### config.mk
export PLATFORM = sky130hd
export DESIGN_NAME = dif_irq_flags
export DESIGN_NICKNAME = d
export VERILOG_FILES = /design/src/rtl/dif_pkg.sv /design/src/rtl/dif_chan_cell.sv /design/src/rtl/dif_pack.sv /design/src/rtl/dif_irq_flags.sv
export SDC_FILE = /design/constraint.sdc
export NUM_CORES = 1
export LEC_CHECK = 0
export BUFFER_PORTS_ARGS = -buffer_cell sky130_fd_sc_hd__buf_4
export CAP_MARGIN = 10
export CORE_AREA = 2 2 74 58
export DETAILED_ROUTE_END_ITERATION = 12
export DIE_AREA = 0 0 76 60
export PLACE_DENSITY = 0.86
export REMOVE_ABC_BUFFERS = 1
export SLEW_MARGIN = 0
export SYNTH_ARGS = -nofsm -noshare
export SYNTH_HDL_FRONTEND = slang
export SYNTH_SLANG_ARGS = --single-unit
export TNS_END_PERCENT = 20
### constraint.sdc
create_clock -name clk -period 1.2 [get_ports clk]
set_clock_uncertainty 0.05 [all_clocks]
set_input_delay 0.24 -clock clk [delete_from_list [all_inputs] [get_ports clk]]
set_output_delay 0.24 -clock clk [all_outputs]
set_load 0.03 [all_outputs]
### src/rtl/dif_pkg.sv
package dif_pkg;
    localparam int GRP_W  = 4;
    // nibble layout, decoded by software
    localparam int B_GLB  = 0;
    localparam int B_DONE = 1;
    localparam int B_HALF = 2;
    localparam int B_ERR  = 3;

    typedef enum logic {
        CH_CLEAR   = 1'b0,
        CH_FLAGGED = 1'b1
    } ch_state_e;

    typedef struct packed {
        logic err;
        logic half;
        logic done;
    } evt_flags_t;
endpackage

### src/rtl/dif_chan_cell.sv
module dif_chan_cell
    import dif_pkg::*;
(
    input  logic             clk,
    input  logic             rst_n,
    input  logic             ev_done,
    input  logic             ev_half,
    input  logic             ev_err,
    input  logic             wipe,
    input  logic [GRP_W-1:0] clr_grp,
    input  logic             en_done,
    input  logic             en_half,
    input  logic             en_err,
    output logic [GRP_W-1:0] grp,
    output logic             irq
);
    ch_state_e  st_q, st_d;
    evt_flags_t flg_q, flg_d;
    logic       kill_all;

    // next flag set: a pulse always wins over a clear
    always_comb begin
        kill_all   = wipe | clr_grp[B_GLB];
        flg_d.done = ev_done | (flg_q.done & ~(kill_all | clr_grp[B_DONE]));
        flg_d.half = ev_half | (flg_q.half & ~(kill_all | clr_grp[B_HALF]));
        flg_d.err  = ev_err  | (flg_q.err  & ~(kill_all | clr_grp[B_ERR]));
    end

    // transitions: arm on any pulse, drain when nothing is left
    always_comb begin
        st_d = st_q;
        unique case (st_q)
            CH_CLEAR:   if (ev_done | ev_half | ev_err) st_d = CH_FLAGGED;
            CH_FLAGGED: if (flg_d == '0)                st_d = CH_CLEAR;
            default:                                    st_d = CH_CLEAR;
        endcase
    end

    always_ff @(posedge clk or negedge rst_n) begin
        if (!rst_n) begin
            st_q  <= CH_CLEAR;
            flg_q <= '0;
        end else begin
            st_q  <= st_d;
            flg_q <= flg_d;
        end
    end

    always_comb begin
        grp          = '0;
        grp[B_GLB]   = (st_q == CH_FLAGGED);
        grp[B_DONE]  = flg_q.done;
        grp[B_HALF]  = flg_q.half;
        grp[B_ERR]   = flg_q.err;
        irq = (flg_q.done & en_done) | (flg_q.half & en_half) | (flg_q.err & en_err);
    end
endmodule

### src/rtl/dif_pack.sv
module dif_pack
    import dif_pkg::*;
#(
    parameter int NCH   = 7,
    parameter int REG_W = 32
) (
    input  logic [NCH*GRP_W-1:0] grp_all,
    input  logic [REG_W-1:0]     clr_word,
    input  logic                 clr_we,
    output logic [NCH*GRP_W-1:0] clr_all,
    output logic [REG_W-1:0]     stat
);
    localparam int USED_W = NCH * GRP_W;

    assign clr_all = clr_we ? clr_word[USED_W-1:0] : '0;

    generate
        if (REG_W > USED_W) begin : g_pad
            logic unused_clr_hi;
            assign unused_clr_hi = ^clr_word[REG_W-1:USED_W];
            assign stat = {{(REG_W-USED_W){1'b0}}, grp_all};
        end else begin : g_full
            assign stat = grp_all;
        end
    endgenerate
endmodule

### src/rtl/dif_irq_flags.sv
module dif_irq_flags
    import dif_pkg::*;
#(
    parameter int NCH   = 7,
    parameter int REG_W = 32
) (
    input  logic             clk,
    input  logic             rst_n,
    input  logic [NCH-1:0]   ev_done,
    input  logic [NCH-1:0]   ev_half,
    input  logic [NCH-1:0]   ev_err,
    input  logic [NCH-1:0]   chan_wipe,
    input  logic [NCH-1:0]   en_done,
    input  logic [NCH-1:0]   en_half,
    input  logic [NCH-1:0]   en_err,
    input  logic             clr_we,
    input  logic [REG_W-1:0] clr_data,
    output logic [REG_W-1:0] stat_rd,
    output logic [NCH-1:0]   irq
);
    localparam int USED_W = NCH * GRP_W;

    logic [USED_W-1:0] grp_all;
    logic [USED_W-1:0] clr_all;

    dif_pack #(.NCH(NCH), .REG_W(REG_W)) u_pack (
        .grp_all  (grp_all),
        .clr_word (clr_data),
        .clr_we   (clr_we),
        .clr_all  (clr_all),
        .stat     (stat_rd)
    );

    generate
        for (genvar c = 0; c < NCH; c++) begin : g_ch
            dif_chan_cell u_cell (
                .clk     (clk),
                .rst_n   (rst_n),
                .ev_done (ev_done[c]),
                .ev_half (ev_half[c]),
                .ev_err  (ev_err[c]),
                .wipe    (chan_wipe[c]),
                .clr_grp (clr_all[c*GRP_W +: GRP_W]),
                .en_done (en_done[c]),
                .en_half (en_half[c]),
                .en_err  (en_err[c]),
                .grp     (grp_all[c*GRP_W +: GRP_W]),
                .irq     (irq[c])
            );
        end
    endgenerate
endmodule

==> flow_summary.toml <==
[run_status]
status = "finished, violations left"
violations = "setup timing"

[global_route]
grt_usage = 0.194
grt_first_pass_wirelength_um = 6980
grt_pass1_vias = 1549
antenna_found_initial = 0
grt_max_degree = 29
grt_overflow = 0

[critical_path]
reg2reg_slack_ns = 0.02
cp.required_ns = 0.91
path_cells = "a222oi_1 > inv_1 > buf_6"
critical_path.top_delay_family = "flip-flops"
path_class = "reg2out"
critPathMaxFanout = 2
end_kind = "output port"
crit_buf_inv = 2
rr_endpoint = "g_ch[5].u_cell.st_q$_DFF_PN0_"
cpPeakStageDelay_ns = 0.40
reg2reg_depth = 4
critPathSlowestCell = "dfrtp_1"
r2r-start = "g_ch[5].u_cell.grp[3]$_DFF_PN0_"
cp_data_arrival_time_ns = 1.31
startpoint_type = "flip-flop"

[floorplan]
fp-row-count = 20
initial_core_util = 0.364
core_sq_mm = 0.00388
die_w_um = 76
pin_count = 123
die-area_sq_mm = 0.00456
die_y_um = 60

[timing]
hold_viol_final = 0
fin_hold_ws_ns = 0.143
setup_tns_ns = -2.43
setup_viol = 22
fin_crit_ns = 1.60
setup_ws_ns = -0.398
period_share = 1.33
rsz0062_at_grt = "true"
final_max_slew_viol_count = 0
fmax_mhz = 626

[clock_tree]
clkTransAtPathRegs_ns = 0.09
cts-root-buf = "clkbuf_8"
cts_buffer_depth = 2
clk_latency_ns = 0.26
htree_levels = 1
cts.sinks = 28
cts_buffers = 3
cts_tree = "done"

[pwr]
worst_ir_drop_vdd_v = 0.000940
leakage_nw = 1.21
cellPowerDensity_mw_per_mm2 = 976
finalPower_mw = 2.50

[placement]
place_area_sq_mm = 0.00233
gp_congestion = 0.816
port_buffers = 114
dp_slack_ns = -0.0884
dp_cells = 303
dpl.hpwl_um = 3500

[routing]
avgViaCountPerCell = 4.94
routed_wl_um = 4500
drt_iter0_markers = 115
vias = 1523
drc_errors = 0
ant_nets = 0
dr.pass1.iters = 4
avgRoutedWirePerCell_um = 14.6

[min_path]
hold-path-cell-count = 2
hp-class = "in2reg"
whs_endpoint = "g_ch[4].u_cell.grp[3]$_DFF_PN0_"
worstHoldStart = "ev_err[4]"

[cells_and_area]
layout.nets = 338
fin_cells = 308
multi_input_area_sq_um = 541
drive_above_1_share = 0.648
seqCellArea_sq_um = 701
finish.utilization = 0.659
n_antenna_cell = 0
nFillCells = 314
finalInstanceArea_sq_mm = 0.00256
syn2layout_area_growth_pct = 81.4

[logic_synthesis]
seq_area_frac_synth = 0.497
ys_seq_elements = 28
syn_avg_cell_area_sq_um = 10.6
synth_edf_count = 0
yosysWarningCount = 0
netlist.area_leader.share = 0.497
yosys.area.top_type = "dfrtp_1"
synth_common_cells = "dfrtp_1, a31o_2, buf_4"
synth-main-ff-cell = "dfrtp_1"
ys_async_sr_fraction = 1.00
yosysUniqueCellTypes = 12
synth.most_common_cell = "dfrtp_1"
syn_inst = 133
syn_area_sq_mm = 0.00141
synthTopCellsByArea = "dfrtp_1, a31o_2, buf_4"

[job]
maxCapViolations = 0
==> repair_timing <==
item                                    CTS  global route
pin swaps                                 7             7
hold endpoints to repair                 28             0
endpoints found under the setup margin   25            29
buffers inserted                          0             0
gates resized for setup                  29            11
hold buffers                              1             0
==> cells in the final DEF (no fill, tap or decap), drive strengths merged <==
cell         synthesis  routed
buf                 20     132
inv                 14      14
dlygate4sd3          0       1
nor3                 7       7
clkbuf               0       4
a222oi               7       7
dfrtp               28      28
o21ai               21      21
a31o                21      21
conb                 1       4
a21oi                7       7
nor4                 7       7
==> report_power, final <==
part / leakage, nW / switching [mW] / total (mW) / internal, mW
sequential: 0.299 / 0.0475 / 1.05 / 1.00
clock: 0.0288 / 0.261 / 0.554 / 0.293
combinational: 0.878 / 0.423 / 0.890 / 0.467
total: 1.21 / 0.731 / 2.50 / 1.76
==> worst max path at each step <==
| stage | start | to | slack, ns | cells past startpoint |
|---|---|---|---|---|
| 2_1_floorplan | g_ch[1].u_cell.grp[1]$_DFF_PN0_ | irq[1] | -0.12 | 2 |
| 3_3_place_gp | clr_we | g_ch[6].u_cell.st_q$_DFF_PN0_ | -0.07 | 5 |
| 3_5_place_dp | clr_we | g_ch[5].u_cell.st_q$_DFF_PN0_ | -0.09 | 5 |
| 4_1_cts | g_ch[5].u_cell.grp[1]$_DFF_PN0_ | irq[5] | -0.33 | 3 |
| 5_1_grt | g_ch[0].u_cell.grp[2]$_DFF_PN0_ | irq[0] | -0.46 | 3 |
| 6_report | g_ch[0].u_cell.grp[2]$_DFF_PN0_ | irq[0] | -0.40 | 3 |
==> worst reg2reg max path, cell delays in order (launching register included) <==
cell	delay, ns
dfrtp_1	0.40
buf_6	0.12
a31o_2	0.24
nor3_2	0.17
a21oi_1	0.08
==> routing by layer <==
layer | track usage | up-vias | part of all wire
met4 | 0.0234 | 0 | 0.0033
met5 | 0 | - | 0
met1 | 0.207 | 712 | 0.37
li1 | - | 724 | -
met3 | 0.0619 | 2 | 0.093
met2 | 0.393 | 85 | 0.53
==> registers in the layout (all words and copies together) (netlist names) <==
| name | count |
|---|---|
| g_ch.u_cell.grp | 21 |
| g_ch.u_cell.st_q | 7 |
==> cells by family after synthesis <==
logic type / after synthesis / synth area share
compound gates: 56 / 0.280
buf+inv: 34 / 0.144
flops: 28 / 0.497
simple gates: 14 / 0.0772
other cells: 1 / 0.00266
==> area by class of cell <==
type,instances,share of cell area
repair buffers,133,0.446
flip-flops and latches,28,0.274
multi-input cells,74,0.211
well taps,55,0.0269
clock buffers,4,0.0215
inverters,14,0.0205
(Power assumes the default switching activity.)
